[src/rtl/rbu_pkg.sv]
package rbu_pkg;
    typedef enum logic [1:0] {
        MODE_OFF    = 2'b00,
        MODE_STALL  = 2'b01,
        MODE_BYPASS = 2'b10
    } hz_mode_e;

    typedef enum logic [1:0] {
        SRC_RF  = 2'b00,
        SRC_MEM = 2'b01,
        SRC_WB  = 2'b10
    } fwd_src_e;

    localparam int NUM_OPS = 2;
endpackage

[src/rtl/rbu_match.sv]
module rbu_match #(
    parameter int REG_AW  = 5,
    parameter int NUM_OPS = 2
) (
    input  logic [REG_AW-1:0]         rd_i,
    input  logic                      wen_i,
    input  logic [NUM_OPS*REG_AW-1:0] src_idx_i,
    input  logic [NUM_OPS-1:0]        src_used_i,
    output logic [NUM_OPS-1:0]        hit_o
);
    logic writes_real;
    assign writes_real = wen_i && (rd_i != '0);

    for (genvar g = 0; g < NUM_OPS; g++) begin : g_cmp
        assign hit_o[g] = writes_real && src_used_i[g]
                       && (src_idx_i[g*REG_AW +: REG_AW] == rd_i);
    end
endmodule

[src/rtl/rbu_select.sv]
module rbu_select
    import rbu_pkg::*;
#(
    parameter int XLEN = 32
) (
    input  logic [1:0]      mode_i,
    input  logic            hit_m_i,
    input  logic            hit_w_i,
    input  logic            exm_load_i,
    input  logic [XLEN-1:0] rf_i,
    input  logic [XLEN-1:0] exm_i,
    input  logic [XLEN-1:0] wbk_i,
    output logic [XLEN-1:0] val_o,
    output logic [1:0]      code_o
);
    fwd_src_e sel;

    always_comb begin
        sel = SRC_RF;
        if (mode_i == MODE_BYPASS) begin
            if (hit_w_i)               sel = SRC_WB;
            if (hit_m_i && !exm_load_i) sel = SRC_MEM;
        end
    end

    always_comb begin
        case (sel)
            SRC_MEM: val_o = exm_i;
            SRC_WB:  val_o = wbk_i;
            default: val_o = rf_i;
        endcase
    end

    assign code_o = sel;
endmodule

[src/rtl/raw_bypass_unit.sv]
module raw_bypass_unit
    import rbu_pkg::*;
#(
    parameter int XLEN   = 32,
    parameter int REG_AW = 5
) (
    input  logic [1:0]        mode_i,
    input  logic [REG_AW-1:0] src1_idx_i,
    input  logic              src1_used_i,
    input  logic [XLEN-1:0]   src1_rf_i,
    input  logic [REG_AW-1:0] src2_idx_i,
    input  logic              src2_used_i,
    input  logic [XLEN-1:0]   src2_rf_i,
    input  logic [REG_AW-1:0] exm_rd_i,
    input  logic              exm_wen_i,
    input  logic              exm_load_i,
    input  logic [XLEN-1:0]   exm_alu_i,
    input  logic [REG_AW-1:0] wbk_rd_i,
    input  logic              wbk_wen_i,
    input  logic [XLEN-1:0]   wbk_val_i,
    output logic [XLEN-1:0]   op1_o,
    output logic [XLEN-1:0]   op2_o,
    output logic [1:0]        fwd1_o,
    output logic [1:0]        fwd2_o,
    output logic              stall_o
);
    localparam int IDXW = NUM_OPS * REG_AW;

    logic [IDXW-1:0]         src_idx;
    logic [NUM_OPS-1:0]      src_used;
    logic [NUM_OPS-1:0]      hit_m;
    logic [NUM_OPS-1:0]      hit_w;
    logic [XLEN-1:0]         rf_val  [NUM_OPS];
    logic [XLEN-1:0]         res_val [NUM_OPS];
    logic [1:0]              res_code[NUM_OPS];

    assign src_idx   = {src2_idx_i, src1_idx_i};
    assign src_used  = {src2_used_i, src1_used_i};
    assign rf_val[0] = src1_rf_i;
    assign rf_val[1] = src2_rf_i;

    rbu_match #(.REG_AW(REG_AW), .NUM_OPS(NUM_OPS)) u_match_mem (
        .rd_i       (exm_rd_i),
        .wen_i      (exm_wen_i),
        .src_idx_i  (src_idx),
        .src_used_i (src_used),
        .hit_o      (hit_m)
    );

    rbu_match #(.REG_AW(REG_AW), .NUM_OPS(NUM_OPS)) u_match_wb (
        .rd_i       (wbk_rd_i),
        .wen_i      (wbk_wen_i),
        .src_idx_i  (src_idx),
        .src_used_i (src_used),
        .hit_o      (hit_w)
    );

    for (genvar g = 0; g < NUM_OPS; g++) begin : g_op
        rbu_select #(.XLEN(XLEN)) u_sel (
            .mode_i     (mode_i),
            .hit_m_i    (hit_m[g]),
            .hit_w_i    (hit_w[g]),
            .exm_load_i (exm_load_i),
            .rf_i       (rf_val[g]),
            .exm_i      (exm_alu_i),
            .wbk_i      (wbk_val_i),
            .val_o      (res_val[g]),
            .code_o     (res_code[g])
        );
    end

    always_comb begin
        case (mode_i)
            MODE_STALL:  stall_o = (|hit_m) || (|hit_w);
            MODE_BYPASS: stall_o = (|hit_m) && exm_load_i;
            default:     stall_o = 1'b0;
        endcase
    end

    assign op1_o  = res_val[0];
    assign op2_o  = res_val[1];
    assign fwd1_o = res_code[0];
    assign fwd2_o = res_code[1];
endmodule

[config.mk]
export PLATFORM = sky130hd
export DESIGN_NAME = raw_bypass_unit
export DESIGN_NICKNAME = d
export VERILOG_FILES = /design/src/rtl/rbu_pkg.sv /design/src/rtl/rbu_match.sv /design/src/rtl/rbu_select.sv /design/src/rtl/raw_bypass_unit.sv
export SDC_FILE = /design/constraint.sdc
export NUM_CORES = 1
export LEC_CHECK = 0
export BUFFER_PORTS_ARGS = -buffer_cell sky130_fd_sc_hd__buf_4
export CORE_AREA = 2 2 86 88
export DETAILED_ROUTE_END_ITERATION = 7
export DIE_AREA = 0 0 88 90
export PLACE_DENSITY = 0.71
export SLEW_MARGIN = 40
export SYNTH_ARGS = -nofsm -noshare
export SYNTH_HDL_FRONTEND = slang
export SYNTH_SLANG_ARGS = --single-unit
export TNS_END_PERCENT = 5
[constraint.sdc]
create_clock -name vclk -period 5.54
set_input_delay 1.108 -clock vclk [all_inputs]
set_output_delay 1.108 -clock vclk [all_outputs]
set_load 0.005 [all_outputs]
==> results of run 1 <==
through the flow:
step           hold slack (ns)  std cells  setup WS (ns)  utilization [%]  cell area, µm²
2_1_floorplan             2.32        308           1.90                -            2060
3_3_place_gp              2.49        611          0.911             53.3            3740
3_5_place_dp              2.49        612          0.979             53.5            3750
4_1_cts                   2.49        612          0.975             53.5            3750
5_1_grt                   2.49        612          0.982             53.6            3760
6_report                  2.49        612           1.12             53.6            3760
critical path, stage by stage:
cell     delay (ns)
buf_4          0.14
xnor2_1        0.15
nand4_1        0.25
nor3_4         0.61
buf_8          0.23
o21ba_4        0.29
a211o_1        0.36
buf_4          0.14
per-layer routing:
| metal | wire, µm | track usage [%] | up-vias | part of all wire (%) |
|---|---|---|---|---|
| met3 | 788 | 3.12 | 16 | 8.3 |
| met2 | 4850 | 41.8 | 160 | 51 |
| met4 | 174 | 4.74 | 0 | 1.8 |
| met1 | 3630 | 25.1 | 1505 | 38 |
| li1 | - | - | 1538 | - |
| met5 | 0 | 0 | - | 0 |
worst max-delay path by stage:
stage                     depth (start not counted)        end  slack (ns)
after floorplan                                   6  op1_o[22]        1.90
after global placement                            7  op2_o[26]        0.91
after detailed placement                          7  op2_o[26]        0.98
after CTS                                         7  op2_o[26]        0.97
after global routing                              8  op2_o[26]        0.98
final                                             8  op2_o[26]        1.12
area by class of cell:
class / count / area, µm² / share of cell area [%]
tap: 99 / 124 / 3.29
timing repair buffer: 232 / 1750 / 46.5
multi-input combinational: 278 / 1880 / 49.9
inverter: 3 / 11.3 / 0.300
synthesized netlist by cell type:
cell type,count,area [µm²]
nor3_1,67,335
a211o_1,64,561
and2_0,50,313
nand2_1,36,135
buf_6,12,135
clkbuf_1,12,45.0
xnor2_1,12,105
and2_1,11,68.8
xor2_1,8,70.1
and2_2,3,22.5
buf_2,3,15.0
nor2_1,3,11.3
ha_1,2,25.0
inv_1,2,7.51
nand3_1,2,10.0
nand4_1,2,12.5
nor3_2,2,20.0
nor3_4,2,32.5
nor4_1,2,12.5
o21ai_0,2,10.0
o21ba_4,2,32.5
a2111o_1,1,11.3
a21oi_1,1,5.00
inv_2,1,3.75
nor2b_1,1,6.26
o211a_1,1,10.0
o211ai_4,1,21.3
o21ai_2,1,8.76
or4_1,1,7.51
or4_4,1,11.3
power by group through the flow:
stage	combinational, mW	sequential (mW)	clock [mW]
global route	0.216	0	0
global placement	0.198	0	0
finish	0.201	0	0
floorplan	0.0611	0	0
detailed placement	0.201	0	0
CTS	0.201	0	0
logic make-up after synthesis:
kind of cell,Yosys count,share of synthesized area (%)
adders and majority gates,2,1.21
buffers and inverters,30,10.0
and+or+nand+nor,183,48.4
AOI/OAI and AO/OA,73,31.9
xor gates and xnor gates,20,8.48
==> summary by stage, run 1 <==
CTS
After clock tree synthesis, the repair step resized 0 gates. For this design, the CTS-stage hold fixing added 0 buffers. The post-CTS repair timing setup buffer count is 0.

Worst hold path
The worst hold path begins at src1_rf_i[0]. The classification of the worst-slack hold path is in2out. The number of cells traversed by the worst hold path is 3. The path with the worst hold slack has its endpoint at op1_o[0].

Place
Summed over all nets, the half-perimeter wirelength after detailed placement is 7450 µm. The congestion estimate from routability-driven global placement came to 0.867. Input and output buffers added on the ports amount to 224.

Global route
The total track usage is 22.0%. The number of antenna violations at the first check in global routing is 0. The via count of the first global-routing pass was 3193. The maximum number of pins on one net before global-route repair is 34. The residual overflow from global routing is 0. The global-route wire length before repair is 14700 µm.

Cells and area
The register cell area after layout is 0 µm². The net count of the finished layout is 672. From synthesis to final layout, the design area changed by 82.1%. 0 antenna diodes ended up in the layout. The layout clock buffer count is 0. The filler cell count in the final layout is 679. Leaving out fill and tap cells, the most frequent cells in the layout are buf_4 (231), nor3_1 (67), a211o_1 (64). The library cell used most frequently in the layout, excluding fill and tap cells, is buf_4.

The number of sequential storage elements is 0. The proportion of layout cells with a drive suffix above 1 is 48.0%.

STA
Setup repair after global routing left no endpoint under its margin. Setup violations remaining at the end of the flow were counted as 0. The count of final max-slew check failures is 0.

Measured against its own limit, the worst slew margin works out to 51.9%. The final count of hold timing violations is 0. The maximum achievable frequency is 226 MHz. The final critical delay including setup and external delays is 4.42 ns. In the finished design, the share of the clock period the worst path needs comes to 79.8%. At the pin with the least slew margin, the transition time is 0.719 ns. The total negative setup slack is 0 ns.

Power
The clock network fraction of total power is 0%. The leakage component of the power is 1.93 nW. The total power after layout is 0.201 mW.

The switching fraction of total power is 34.6%. The ratio of total power to cell area is 53.4 nW/µm². The internal power component is 0.131 mW. Sequential cells account for 0% of the total power. Per report_power, the combinational group accounts for 100.0% of the total. The worst-case IR drop observed on VDD is 0.0000378 V. For this design the total switching power over the nets is 0.0694 mW.

Worst setup path
The most critical setup path has its startpoint at exm_rd_i[0]. The worst setup path category is in2out. The type of origin of the critical path is an input port. The kind of end point of the critical path is a primary output.

The data required time at the worst endpoint is 4.43 ns. The largest fanout on the critical path is 32. STA puts the critical path data arrival time at 3.31 ns.

Synthesis
For this run, the number of Yosys warnings is 0. The synthesized netlist net count is 465. After synthesis, the netlist uses 30 different library cells. The per-instance average area after synthesis is 6.70 µm². The mapped netlist covers 2060 µm².

After technology mapping, the gate count stands at 308. Of the synthesized area, sequential elements account for 0%.

Die
The floorplan row count is 31. The overall die height is 90 µm. The effective utilization at floorplan is 29.4%. The core region is 7020 µm². The floorplan step defined a die boundary enclosing 7920 µm². The floorplan die width is 88 µm. The number of ports placed on the die boundary is 224.

Detailed routing
In this run the remaining antenna-violating nets after routing total 0. The via total after detailed routing is 3219. For this block, the routed nets add up to 9440 µm of wire. Dividing the detail-routed wire length by the instance count gives 15.4 µm. The number of DRC violations after detailed routing is 0.

In this run, the number of DRC markers left after iteration 0 of detailed routing was 118. The number of detailed-route iterations in the first pass is 4. The average vias per placed instance is 5.26.

Run status
The flow ran to the end, and the final reports show no timing, DRC or antenna violations.

Run
The count of max-cap constraint violations is 0.
Note: power is estimated with default switching activity, not from simulation.
==> run 2: changes to the inputs <==
PLACE_DENSITY = 0.73   (was 0.71)
clock period = 3.71 ns   (was 5.54 ns; I/O delays follow)
==> run 2 against run 1 <==
Against the previous run: setup slack worse by 0.94 ns; sequential share of layout area unchanged; first-iteration DRC count down 5.1%; cell count up 0.49%; worst hold slack worse by 0.73 ns; combinational power up 50%; largest cell class unchanged.
==> summary by stage, run 2 (same netlist as run 1, synthesis figures left out) <==
Power
The analysis attributes to cell leakage a power of 1.94 nW. After layout, the design draws a total of 0.301 mW. For this design the ratio of total power to cell area is 79.8 nW/µm². The maximum vdd ir drop is 0.0000564 V.

Detailed routing
Wire segments on met2 add up to 5020 µm in the final route. After the first detailed-routing iteration, the DRC count stood at 112. Dividing the detail-routed via count by the number of cells gives 5.19.

The number of detailed-route iterations in the first pass is 4. The met1 routed wirelength after detailed routing is 3710 µm. For this block, the via count after detailed routing is 3192. Dividing the detail-routed wire length by the instance count gives 15.7 µm. The routed design has 9670 µm of wire. In this run the remaining antenna-violating nets after routing total 0. For this run, design rule violations remaining after detail routing come to 0. In this run the top signal layer used is met4.

Detailed routing placed a total of 843 µm of wire on met3.

STA
Setup violations remaining at the end of the flow were counted as 0. The final count of hold timing violations came to 0. At the pin with the least slew margin, the transition time is 0.703 ns. The remaining max-slew budget at the tightest pin is 53.0%. The final worst-path setup slack is 0.182 ns. The count of final max-slew check failures is 0. Across all hold checks on the routed design, the worst slack comes to 1.76 ns. The final period utilization is 95.1%. The smallest clock period supported by the final layout is computed as 3.53 ns. Setup repair after global routing left no endpoint under its margin.

Summed over all failing endpoints, the final setup total negative slack is 0 ns. The maximum achievable frequency is 283 MHz.

Global route
The maximum number of pins on one net before global-route repair is 33. After global routing the overflow that remains totals 0. The first global-routing pass estimated 14800 µm of wire. The via count of the first global-routing pass is 3115.

The total track usage is 22.3%. The number of antenna violations at the first check in global routing is 0.

Place
The number of placed instances, taps included, is 613. Timing analysis after detailed placement gives a worst setup slack of 0.130 ns. Once detailed placement completed, the half-perimeter wirelength came to 7640 µm. The count of buffers added on input and output ports is 224. Routability-driven placement finished with a final weighted congestion of 0.833.

Die
The floorplan die width is 88 µm. The placeable core region is 7020 µm². For this design the top-level I/O count stands at 224.

After floorplanning, the core was divided into 31 placement rows. For this configuration, the core starts out at a cell density of 29.4%. Measured along the y axis, the die boundary spans 90 µm. The overall die area is 7920 µm².

Worst setup path
The signal arrival time at the worst endpoint is 2.79 ns. The most numerous cell type found on the critical path is buf_4. STA classifies the critical path endpoint as a primary output. The worst setup path category is in2out. Walking the worst path, the cells encountered are buf_4 > xnor2_1 > nand4_1 > nor3_4 > o21ba_4 > a211o_1 > buf_4. For the worst setup path, the data required time is 2.97 ns. The largest fanout on the critical path is 32. STA classifies the critical path startpoint as an input port. The slowest stage of the critical path is the nor3_4 cell. In this design, the stage delay of the slowest critical-path cell is 0.60 ns.

Cells and area
Registers take 0 µm². In the final design database the tool counted 675 nets. The number of sequential storage elements is 0. Of the cells placed in the final design, the portion with a size suffix greater than 1 is 48.1%. Counting the clock-network buffers in the layout gives 0. The area growth from synthesis to layout is 82.6%.

The antenna diode instance count is 0. Leaving out fill and tap cells, the most frequent cell in the layout is buf_4. The library cells used most frequently in the layout, excluding fill and tap cells, are buf_4 (235), nor3_1 (67), a211o_1 (64). The final cell count without fillers is 615.

Run
The tool flagged a number of max-cap violations equal to 0.

CTS
The post-cts sizing count is 0.

Worst hold path
In this run the worst hold path is classified as in2out.

Run status
The flow ran to the end, and the final reports show no timing, DRC or antenna violations.
==> run 2: where the power goes <==
part	switching (mW)	total (mW)	internal, mW
Combinational	0.104	0.301	0.196
Sequential	0	0	0
Clock	0	0	0
==> run 2: area by class of cell <==
| cell class | count | area, µm² |
|---|---|---|
| fill | 690 | 3250 |
| inverter | 3 | 11.3 |
| multi-input combinational | 278 | 1870 |
| tap | 99 | 124 |
| timing repair buffer | 235 | 1760 |
==> run 2: repair_timing <==
| action | in CTS | in global routing |
|---|---|---|
| buffers inserted | 0 | 2 |
| hold buffers | 0 | 0 |
| setup endpoints to repair | 0 | 32 |
==> run 2: metal layers <==
metal / track usage (%) / up-vias
li1: - / 1548
met1: 25.6 / 1469
met2: 43.4 / 163
met3: 3.40 / 12
met4: 2.05 / 0
met5: 0 / -
==> run 2: per-stage QoR <==
stage                     utilization, %  instance area [µm²]
after floorplan                        -                 2060
after global placement              53.5                 3750
after detailed placement            53.5                 3750
after CTS                           53.5                 3750
after global routing                53.7                 3770
final                               53.7                 3770
==> run 2: critical path: cells and delay by family <==
kind                      cells  cell delay, ns
AOI/OAI and AO/OA             2            0.73
xor gates and xnor gates      1            0.17
buffers and inverters         2            0.27
and+or+nand+nor               2            0.87
==> run 2: path summary, 6_finish.rpt <==
check          start  cells after the start         to  slack [ns]
min    src1_rf_i[28]                      3  op1_o[28]        1.76
max      exm_rd_i[3]                      7  op2_o[12]        0.18
==> run 3: changes to the inputs <==
CORE_AREA = 2 2 103 75   (was 2 2 86 88)
DIE_AREA = 0 0 105 77   (was 0 0 88 90)
MAX_ROUTING_LAYER = met4   (was not set)
==> run 3 against run 2 <==
Against the previous run: largest cell class unchanged; worst hold slack is essentially flat; first-iteration DRC count grew 36%; total power grew 0.26%; setup slack lost 0.068 ns; cell count shrank 0.49%; combinational power is essentially flat; fmax shrank 1.9%; final area shrank 0.43%; die area grew 2.1%; via count shrank 0.63%; sequential cell count is the same; critical path type unchanged.
==> summary by stage, run 3 (same netlist as run 1, synthesis figures left out) <==
Run status
The run finished with clean final reports.

Worst setup path
The type of origin of the critical path is an input port. The worst setup path is of the in2out kind. STA puts the critical path data arrival time at 2.85 ns.

The largest fanout on the critical path is 32. The data required time at the worst endpoint is 2.97 ns. The kind of end point of the critical path is a primary output.

STA
On the final layout, the worst hold slack is 1.76 ns. Based on the critical path, the design can be clocked at up to 278 MHz. The final critical delay including setup and external delays is 3.60 ns. The count of final max-slew check failures was 0. Setup repair after global routing left no endpoint under its margin. The count of final setup violators is 0. Adding up every negative setup slack in the final design gives 0 ns. The remaining max-slew budget at the tightest pin is 51.8%. The final critical path takes up 96.9% of the cycle. The final count of hold timing violations came to 0. The actual slew at the worst max-slew pin is 0.721 ns.

Cells and area
In the layout the commonest cells are buf_4 (233), nor3_1 (67), a211o_1 (64). The proportion of layout cells with a drive suffix above 1 is 47.9%. The final layout contains 673 nets.

The area added between synthesis and finish is 81.8%. The filler cell count in the final layout is 722. The number of sequential storage elements is 0. The number of antenna diodes in the final layout is 0. The count of cells in the finished layout, fillers not included, comes to 612. Leaving out fill and tap cells, the most frequent cell in the layout is buf_4. The layout has 0 clock buffers. The register cell area after layout is 0 µm².

Power
Per report_power, the clock group accounts for 0% of the total. The fraction of power consumed by sequential logic is 0%. The ratio of total power to cell area is 80.4 nW/µm².

IR analysis of the VDD net gives a maximum drop of 0.0000446 V. The switching fraction of total power is 35.0%. Combinational cells account for 100.0% of the total power. For this design the static power due to leakage is 1.93 nW. The internal power component is 0.196 mW. In this run the power spent charging and discharging nets is 0.105 mW.

Worst hold path
The classification of the worst-slack hold path is in2out.

Detailed routing
The count of nets left with antenna violations once routing finished came out at 0. The via total after detailed routing is 3172. The DRC violation total after the first TritonRoute iteration is 152.

After detailed routing, the average wire length per cell comes to 16.2 µm. The routed design has 9890 µm of wire. Dividing the detail-routed via count by the number of cells gives 5.18. After detailed routing, the number of remaining DRC violations is 0. The number of detailed-route iterations in the first pass is 4.

Place
The HPWL after detailed placement is 7710 µm. The final weighted congestion of routability-driven global placement is 0.897. The count of input and output buffers is 224. The number of placed cells counting well taps is 611.

Die
The die is 105 µm wide. The effective utilization at floorplan is 29.1%. The placeable core region is 7090 µm². The floorplan has 26 rows. The number of ports placed on the die boundary is 224. The die covers 8090 µm².

The floorplan step set the die height to 77 µm.

Global route
The via count of the first global-routing pass came to 3162. The total track usage is 23.4%. Entering global routing, the biggest net connects 35 pins.

The total overflow left after global routing is 0. The first global-routing pass estimated 15600 µm of wire. The number of antenna violations at the first check in global routing is 0.

CTS
Hold repair after CTS inserted 0 buffers. The post-cts sizing count is 0. The post-CTS repair timing setup buffer count is 0.

Run
The tool flagged a number of max-cap violations equal to 0.
[run 3: final timing paths]
check	from	end	slack (ns)	cells past startpoint
worst min-delay path	src1_rf_i[5]	op1_o[5]	1.76	3
worst max-delay path	exm_rd_i[0]	op2_o[1]	0.11	7
[run 3: power groups by stage]
| stage | combinational (mW) | sequential, mW | clock (mW) |
|---|---|---|---|
| after floorplan | 0.0912 | 0 | 0 |
| after global placement | 0.296 | 0 | 0 |
| after detailed placement | 0.300 | 0 | 0 |
| after CTS | 0.302 | 0 | 0 |
| after global routing | 0.323 | 0 | 0 |
| final | 0.302 | 0 | 0 |
[run 3: area by class of cell]
type | instances | area [µm²] | share of cell area (%)
multi-input combinational | 278 | 1870 | 49.8
tap | 98 | 123 | 3.27
inverter | 3 | 11.3 | 0.300
timing repair buffer | 233 | 1750 | 46.6
[run 3: critical path: stages]
cell	delay (ns)
buf_4	0.14
xnor2_1	0.19
nand4_1	0.26
nor3_4	0.63
o21ba_4	0.38
a211o_1	0.35
buf_4	0.14
[run 3: per-stage QoR]
stage | power (mW) | utilization, % | area, µm² | setup WS [ns]
CTS | 0.302 | 52.8 | 3750 | 0.0879
floorplan | 0.0912 | - | 2060 | 0.801
detailed placement | 0.300 | 52.8 | 3750 | 0.0942
global route | 0.323 | 52.9 | 3750 | 0.00458
global placement | 0.296 | 52.8 | 3750 | 0.114
finish | 0.302 | 52.9 | 3750 | 0.114
[run 3: per-layer routing]
metal | track usage, % | vias up | share of wire, % | wire (µm)
met5 | - | - | 0 | 0
met4 | 2.93 | 0 | 1.0 | 102
met3 | 2.47 | 8 | 7.2 | 713
met2 | 43.6 | 148 | 50 | 4960
met1 | 27.9 | 1469 | 42 | 4110
li1 | - | 1547 | - | -
